## src/rtl/vpw_pkg.sv

```systemverilog
`timescale 1ns/1ps
package vpw_pkg;

  typedef enum logic {
    PH_HUNT = 1'b0,
    PH_DATA = 1'b1
  } vpw_phase_e;

  // Window hits for one measured interval
  typedef struct packed {
    logic sof_1x;
    logic sof_4x;
    logic short_sym;
    logic long_sym;
    logic glitch;
    logic gap;
  } vpw_class_t;

endpackage

```

## src/rtl/vpw_edge_timer.sv

```systemverilog
`timescale 1ns/1ps
module vpw_edge_timer #(
  parameter int   CNT_W    = 9,
  parameter logic IDLE_LVL = 1'b0
) (
  input  logic             clk,
  input  logic             rst_n,
  input  logic             line_in,
  input  logic             us_tick,
  output logic             edge_o,
  output logic             level_o,
  output logic [CNT_W-1:0] width_o
);

  localparam logic [CNT_W-1:0] CNT_MAX = {CNT_W{1'b1}};

  logic             line_q;
  logic [CNT_W-1:0] cnt_q;
  logic [CNT_W-1:0] cnt_inc;

  // Elapsed ticks including this cycle, held at the top value
  always_comb begin
    if (cnt_q == CNT_MAX) cnt_inc = CNT_MAX;
    else                  cnt_inc = cnt_q + {{(CNT_W-1){1'b0}}, us_tick};
  end

  assign edge_o  = (line_in != line_q);
  assign level_o = line_q;
  assign width_o = cnt_inc;

  always_ff @(posedge clk) begin
    if (!rst_n) begin
      line_q <= IDLE_LVL;
      cnt_q  <= '0;
    end else begin
      line_q <= line_in;
      cnt_q  <= edge_o ? '0 : cnt_inc;
    end
  end

endmodule

```

## src/rtl/vpw_symbol_class.sv

```systemverilog
`timescale 1ns/1ps
module vpw_symbol_class
  import vpw_pkg::*;
#(
  parameter int CNT_W         = 9,
  parameter int SOF_MIN_US    = 164,
  parameter int SOF_MAX_US    = 245,
  parameter int SHORT_MIN_US  = 24,
  parameter int SHORT_MAX_US  = 97,
  parameter int LONG_MAX_US   = 170,
  parameter int GAP_US        = 240,
  parameter int GLITCH_MAX_US = 2,
  parameter int FAST_DIV      = 4
) (
  input  logic [CNT_W-1:0] width_i,
  input  logic             fast_i,
  output vpw_class_t       cls_o
);

  localparam logic [CNT_W-1:0] GLITCH_LIM = CNT_W'(GLITCH_MAX_US);

  logic [1:0] sof_hit;
  logic [1:0] sh_hit;
  logic [1:0] lg_hit;
  logic [1:0] gap_hit;

  // Index 0: normal rate, index 1: fast rate
  for (genvar s = 0; s < 2; s++) begin : g_rate
    localparam int DIV = (s == 0) ? 1 : FAST_DIV;
    localparam logic [CNT_W-1:0] SOF_LO = CNT_W'(SOF_MIN_US / DIV);
    localparam logic [CNT_W-1:0] SOF_HI = CNT_W'(SOF_MAX_US / DIV);
    localparam logic [CNT_W-1:0] SH_LO  = CNT_W'(SHORT_MIN_US / DIV);
    localparam logic [CNT_W-1:0] SH_HI  = CNT_W'(SHORT_MAX_US / DIV);
    localparam logic [CNT_W-1:0] LG_HI  = CNT_W'(LONG_MAX_US / DIV);
    localparam logic [CNT_W-1:0] GAP_LO = CNT_W'(GAP_US / DIV);

    assign sof_hit[s] = (width_i >= SOF_LO) && (width_i < SOF_HI);
    assign sh_hit[s]  = (width_i >= SH_LO)  && (width_i < SH_HI);
    assign lg_hit[s]  = (width_i >= SH_HI)  && (width_i < LG_HI);
    assign gap_hit[s] = (width_i >= GAP_LO);
  end

  always_comb begin
    cls_o.sof_1x    = sof_hit[0];
    cls_o.sof_4x    = sof_hit[1];
    cls_o.short_sym = fast_i ? sh_hit[1]  : sh_hit[0];
    cls_o.long_sym  = fast_i ? lg_hit[1]  : lg_hit[0];
    cls_o.gap       = fast_i ? gap_hit[1] : gap_hit[0];
    cls_o.glitch    = (width_i <= GLITCH_LIM);
  end

endmodule

```

## src/rtl/vpw_byte_pack.sv

```systemverilog
`timescale 1ns/1ps
module vpw_byte_pack #(
  parameter int BYTE_W = 8
) (
  input  logic              clk,
  input  logic              rst_n,
  input  logic              bit_valid,
  input  logic              bit_val,
  input  logic              flush,
  output logic              byte_valid,
  output logic [BYTE_W-1:0] byte_data
);

  localparam int            IDX_W = $clog2(BYTE_W);
  localparam logic [IDX_W-1:0] LAST = IDX_W'(BYTE_W - 1);

  logic [BYTE_W-1:0] sr_q;
  logic [IDX_W-1:0]  idx_q;
  logic [BYTE_W-1:0] sr_next;

  assign sr_next = {sr_q[BYTE_W-2:0], bit_val};

  always_ff @(posedge clk) begin
    if (!rst_n) begin
      sr_q       <= '0;
      idx_q      <= '0;
      byte_valid <= 1'b0;
      byte_data  <= '0;
    end else begin
      byte_valid <= 1'b0;
      if (flush) begin
        sr_q  <= '0;
        idx_q <= '0;
      end else if (bit_valid) begin
        if (idx_q == LAST) begin
          byte_data  <= sr_next;
          byte_valid <= 1'b1;
          sr_q       <= '0;
          idx_q      <= '0;
        end else begin
          sr_q  <= sr_next;
          idx_q <= idx_q + 1'b1;
        end
      end
    end
  end

endmodule

```

## src/rtl/vpw_symbol_decoder.sv

```systemverilog
`timescale 1ns/1ps
module vpw_symbol_decoder
  import vpw_pkg::*;
#(
  parameter logic ACTIVE_LVL    = 1'b1,
  parameter int   CNT_W         = 9,
  parameter int   BYTE_W        = 8,
  parameter int   SOF_MIN_US    = 164,
  parameter int   SOF_MAX_US    = 245,
  parameter int   SHORT_MIN_US  = 24,
  parameter int   SHORT_MAX_US  = 97,
  parameter int   LONG_MAX_US   = 170,
  parameter int   GAP_US        = 240,
  parameter int   GLITCH_MAX_US = 2,
  parameter int   FAST_DIV      = 4
) (
  input  logic              clk,
  input  logic              rst_n,
  input  logic              line_in,
  input  logic              us_tick,
  output logic              sof_pulse,
  output logic              speed_4x,
  output logic              byte_valid,
  output logic [BYTE_W-1:0] byte_data,
  output logic              eof_pulse,
  output logic              err_pulse
);

  localparam logic IDLE_LVL = ~ACTIVE_LVL;

  logic             edge_w;
  logic             level_w;
  logic [CNT_W-1:0] meas_w;
  vpw_class_t       cls;
  vpw_phase_e       phase_q;
  logic             fast_q;

  logic go_sof_n, go_sof_f, go_eof, go_err, take_bit, bit_val;

  vpw_edge_timer #(
    .CNT_W    (CNT_W),
    .IDLE_LVL (IDLE_LVL)
  ) u_timer (
    .clk     (clk),
    .rst_n   (rst_n),
    .line_in (line_in),
    .us_tick (us_tick),
    .edge_o  (edge_w),
    .level_o (level_w),
    .width_o (meas_w)
  );

  vpw_symbol_class #(
    .CNT_W         (CNT_W),
    .SOF_MIN_US    (SOF_MIN_US),
    .SOF_MAX_US    (SOF_MAX_US),
    .SHORT_MIN_US  (SHORT_MIN_US),
    .SHORT_MAX_US  (SHORT_MAX_US),
    .LONG_MAX_US   (LONG_MAX_US),
    .GAP_US        (GAP_US),
    .GLITCH_MAX_US (GLITCH_MAX_US),
    .FAST_DIV      (FAST_DIV)
  ) u_class (
    .width_i (meas_w),
    .fast_i  (fast_q),
    .cls_o   (cls)
  );

  // Decide what the current interval means
  always_comb begin
    go_sof_n = 1'b0;
    go_sof_f = 1'b0;
    go_eof   = 1'b0;
    go_err   = 1'b0;
    take_bit = 1'b0;
    bit_val  = 1'b0;
    if (phase_q == PH_HUNT) begin
      if (edge_w && (level_w == ACTIVE_LVL)) begin
        if (cls.sof_1x)      go_sof_n = 1'b1;
        else if (cls.sof_4x) go_sof_f = 1'b1;
      end
    end else begin
      if (edge_w) begin
        if (cls.short_sym) begin
          take_bit = 1'b1;
          bit_val  = (level_w == ACTIVE_LVL);
        end else if (cls.long_sym) begin
          take_bit = 1'b1;
          bit_val  = (level_w != ACTIVE_LVL);
        end else if (!cls.glitch) begin
          go_err = 1'b1;
        end
      end else if (cls.gap) begin
        go_eof = 1'b1;
      end
    end
  end

  always_ff @(posedge clk) begin
    if (!rst_n) begin
      phase_q   <= PH_HUNT;
      fast_q    <= 1'b0;
      sof_pulse <= 1'b0;
      eof_pulse <= 1'b0;
      err_pulse <= 1'b0;
    end else begin
      sof_pulse <= go_sof_n | go_sof_f;
      eof_pulse <= go_eof;
      err_pulse <= go_err;
      if (go_sof_n || go_sof_f) begin
        phase_q <= PH_DATA;
        fast_q  <= go_sof_f;
      end else if (go_eof || go_err) begin
        phase_q <= PH_HUNT;
      end
    end
  end

  assign speed_4x = fast_q;

  vpw_byte_pack #(
    .BYTE_W (BYTE_W)
  ) u_pack (
    .clk        (clk),
    .rst_n      (rst_n),
    .bit_valid  (take_bit),
    .bit_val    (bit_val),
    .flush      (go_sof_n | go_sof_f | go_eof | go_err),
    .byte_valid (byte_valid),
    .byte_data  (byte_data)
  );

endmodule

```

## config.mk

```make
export PLATFORM = sky130hd
export DESIGN_NAME = vpw_symbol_decoder
export DESIGN_NICKNAME = d
export VERILOG_FILES = /design/src/rtl/vpw_pkg.sv /design/src/rtl/vpw_edge_timer.sv /design/src/rtl/vpw_symbol_class.sv /design/src/rtl/vpw_byte_pack.sv /design/src/rtl/vpw_symbol_decoder.sv
export SDC_FILE = /design/constraint.sdc
export NUM_CORES = 1
export LEC_CHECK = 0
export CELL_PAD_IN_SITES_DETAIL_PLACEMENT = 1
export CELL_PAD_IN_SITES_GLOBAL_PLACEMENT = 2
export CORE_MARGIN = 2
export CORE_UTILIZATION = 36
export CTS_BUF_LIST = sky130_fd_sc_hd__clkbuf_8
export DETAILED_ROUTE_END_ITERATION = 16
export GPL_ROUTABILITY_DRIVEN = 0
export PLACE_DENSITY_LB_ADDON = 0.1
export RECOVER_POWER = 50
export SYNTH_ARGS = -nofsm -noshare
export SYNTH_HDL_FRONTEND = slang
export SYNTH_HIERARCHICAL = 1
export SYNTH_SLANG_ARGS = --single-unit
```

## constraint.sdc

```tcl
create_clock -name clk -period 3.9 [get_ports clk]
set_input_delay 0.585 -clock clk [delete_from_list [all_inputs] [get_ports clk]]
set_output_delay 0.585 -clock clk [all_outputs]
set_load 0.005 [all_outputs]
```

==> impl_results.md, run 1 <==
- Syn Nets: between 200 and 250
- Adder-cell share of the synthesized area: 0.0280
- Setup skew after layout: ~5.3 ps
- Outcome: finished clean
- RSZ-0062 raised after global routing: false
- Final instance area: 0.00232 mm²
- Post CTS Setup Buffer Count: 0
- Max IR drop VDD: about 0.00015 V
- Reg clk slew, reported paths: 70 ps
- Final ANT Viol Nets: 0
- Crit path DAT: 3940 ps
- Largest fanout on the critical path: 8
- Ys async rst share: 0
- Most common cell after layout, fill and taps aside: dfxtp_1
- Final setup vio count: 0
- Nets: between 200 and 250
- Delay-heaviest family, CP: simple AND/OR/NAND/NOR gates
- Global-route wire length before repair: approximately 7.4 mm
- Share of cells above drive strength 1: 0.217
- Post-synth EDFFs: 0
- Initial antenna violation count: 0
- Longest Clk Path Bufs: 2
- IO Port Bufs: 16
- Post-synthesis cell area: roughly 0.0018 mm²
- CTS Sinks: 34
- DP Area: roughly 0.0021 mm²
- WS Path Type: primary input to flip-flop
- FF-to-FF setup slack: ~350 ps
- Area occupied by registers: 681 µm²
- Simple-Gate Fraction of Synth Area: 0.277
- Rows: 25
- Die H: roughly 74 µm
- Core Region: ~0.0048 mm²
- CTS Buf Count: 5
- Post-synthesis compound-gate area fraction: 0.183
- H-tree depth: 2
- Hold Vio Cnt, Final: 0
- Netlist cell types: 46
- Final period util: 0.955
- DP Wirelength: 3.23 mm
- Synth warn: 6
- Critical path capture point type: flip-flop
- CTS hold repair buffers: 0
- Power Dens Cells: a little over 300 mW/mm²
- Final Util: 0.488
- Clk_lat worst skew: ~280 ps
- Worst-path cell chain: clkdlybuf4s50_1 > ha_1 > buf_4 > nand4_2 > o21ai_0 > nand3_2 > a211oi_1 > a21oi_2 > or3_1 > o311ai_1 > or4b_4 > nand2_1 > a21o_1 > and3b_1 > buf_12 > mux2i_1
- Largest family of logic cells by synthesized area: simple AND/OR/NAND/NOR gates
- Via count: about 1600
- Vias in the first global route: approximately 1600
- Hold Crit Class: flip-flop to flip-flop
- Die Width: 74.5 µm
- Starting Density: 0.376
- Fill cells: around 580
- Cell count after synthesis: ~210
- WP data required: 4110 ps
- CTS root buffer: clkbuf_8
- Maximum clock frequency: 0.268 GHz
- Total wire length: about 4.4 mm
- Slowest-stage cell, CP: clkdlybuf4s50_1
- Mux cell area share after synthesis: 0.0560
- Synth Register Bits: 34
- Clock period minus worst slack: around 3700 ps
- Max_slew headroom: 0.511
- XOR/XNOR Fraction of Synth Area: 0.0196
- Routed len/inst: ~14 µm
- DIE AREA: around 0.0055 mm²
- TritonCTS clock tree: yes
- Fin. max-slew vios: 0
- I/O pins: 17
- Multi-input gate area: ~0.0011 mm²
- Via/cell ratio: 5.25
- Ant. Diodes: 0
- Pre-antenna DRT Iters: 4
- Startpoint Class: primary input
- Seq/Total Area, Yosys: 0.381
- Worst-margin pin slew: 731 ps
- Leak Pwr: between 0.9 and 1 nW
- Iteration-0 DRC Markers: about 70
- Buf/Inv on CP: 3
- Commonest cells after routing, fill and taps aside: dfxtp_1 (34), nand2_1 (28), buf_4 (21)
- Worst stage delay on the critical path: about 460 ps
- DRC: 0
- Mapped Avg Cell Area: 8.63 µm²
- GRT Util Overall: 0.171
- Cts repair resizes: 0
- Area growth syn-to-layout: 29.8%
- Most used flip-flop cell after synthesis: dfxtp_1
- Congestion Overflow GR: 0
- Max_cap viols: 0
- Largest net degree at the start of global routing: 23
## worst register-to-register path, cell delays in order, from the launching register on
cell	delay (ps)
dfxtp_1	490
and4_1	310
nand4_2	420
nand2_1	420
o21ai_1	170
nor3b_2	190
o21ai_1	160
o31ai_2	90
or4b_4	540
nand2_1	80
a21o_1	120
and3b_1	200
buf_12	150
mux2i_1	110
## flip-flops by register name, indices dropped and copies added (netlist names)
name and flops:
eof_pulse 1, err_pulse 1, phase_q 1, sof_pulse 1, speed_4x 1, u_pack/byte_data 8, u_pack/byte_valid 1, u_pack/idx_q 3
u_pack/sr_q 7, u_timer/cnt_q 9, u_timer/level_o 1
## synth_stat cells (2+ instances only)
cell | instances | area share
inv_1 | 6 | 0.013
or3_1 | 4 | 0.014
a41o_1 | 2 | 0.011
nor3_1 | 3 | 0.0084
and4_1 | 2 | 0.0098
nand3b_1 | 7 | 0.029
nand4_2 | 2 | 0.014
a21oi_1 | 19 | 0.053
and2_1 | 2 | 0.0070
nor4_1 | 2 | 0.0070
mux2i_1 | 10 | 0.056
a31oi_1 | 3 | 0.011
nand2b_1 | 9 | 0.032
nor2b_1 | 2 | 0.0070
dfxtp_1 | 34 | 0.38
and3b_1 | 2 | 0.0098
a211oi_1 | 5 | 0.021
and3_1 | 4 | 0.014
nand3_1 | 4 | 0.011
o21ai_0 | 5 | 0.014
xnor2_1 | 3 | 0.015
o211ai_1 | 3 | 0.013
a21oi_2 | 4 | 0.020
buf_4 | 4 | 0.017
ha_1 | 4 | 0.028
buf_2 | 7 | 0.020
nand2_1 | 29 | 0.061
nor2_1 | 8 | 0.017
## cell type report
cell class                 instances  area share
multi-input combinational        155       0.467
sequential                        34       0.293
timing repair buffer              38       0.146
tap                               67      0.0361
clock buffer                       6      0.0356
clock inverter                     1      0.0129
inverter                           6     0.00971
## cell families after synthesis
kind of cell / count (synthesis)
simple gates: 87
compound gates: 50
xor+xnor: 4
fa+ha+maj: 4
buf+inv: 18
mux: 10
flops: 34
## final timing paths
path | end | startpoint | cells after the start
worst min register to register | u_pack/byte_data[5] | u_pack/byte_data[5] | 2
worst min-delay path | u_pack/byte_data[5] | u_pack/byte_data[5] | 2
worst max register to register | u_pack/byte_data[3] | u_timer/cnt_q[4] | 13
worst max-delay path | u_pack/byte_data[3] | us_tick | 16
## power breakdown
part / total, mW / internal [mW] / switching [mW]
clock: 0.327 / 0.204 / 0.123
sequential: 0.350 / 0.349 / 0.00173
combinational: 0.0277 / 0.0107 / 0.0170
## through the flow
stage / worst slack [ps] / power (mW) / std cells / hold WS (ps) / setup TNS (ps)
5_1_grt: 2.50 / 0.734 / 307 / 481 / 0
6_report: 174 / 0.705 / 307 / 463 / 0
2_1_floorplan: 365 / 0.376 / 207 / 438 / 0
4_1_cts: 71.8 / 0.713 / 307 / 470 / 0
3_3_place_gp: -45.2 / 0.385 / 300 / 447 / -348
3_5_place_dp: -200 / 0.386 / 300 / 462 / -2410
## metal layers
layer | track usage | part of all wire
met1 | 0.223 | 0.48
met3 | 0.0352 | 0.029
met5 | 0 | 0
met4 | 0.0655 | 0.014
met2 | 0.276 | 0.48
No activity file was read; power rests on OpenSTA's default activity.
==> inputs of run 2 (changes only) <==
--- a/config.mk
+++ b/config.mk
@@ -12,6 +12,7 @@
 export CTS_BUF_LIST = sky130_fd_sc_hd__clkbuf_8
 export DETAILED_ROUTE_END_ITERATION = 16
 export GPL_ROUTABILITY_DRIVEN = 0
+export HOLD_SLACK_MARGIN = 0.15
 export PLACE_DENSITY_LB_ADDON = 0.1
 export RECOVER_POWER = 50
 export SYNTH_ARGS = -nofsm -noshare
==> results of run 2 <==
Final layout, timing and power as in run 1 (identical DEF).
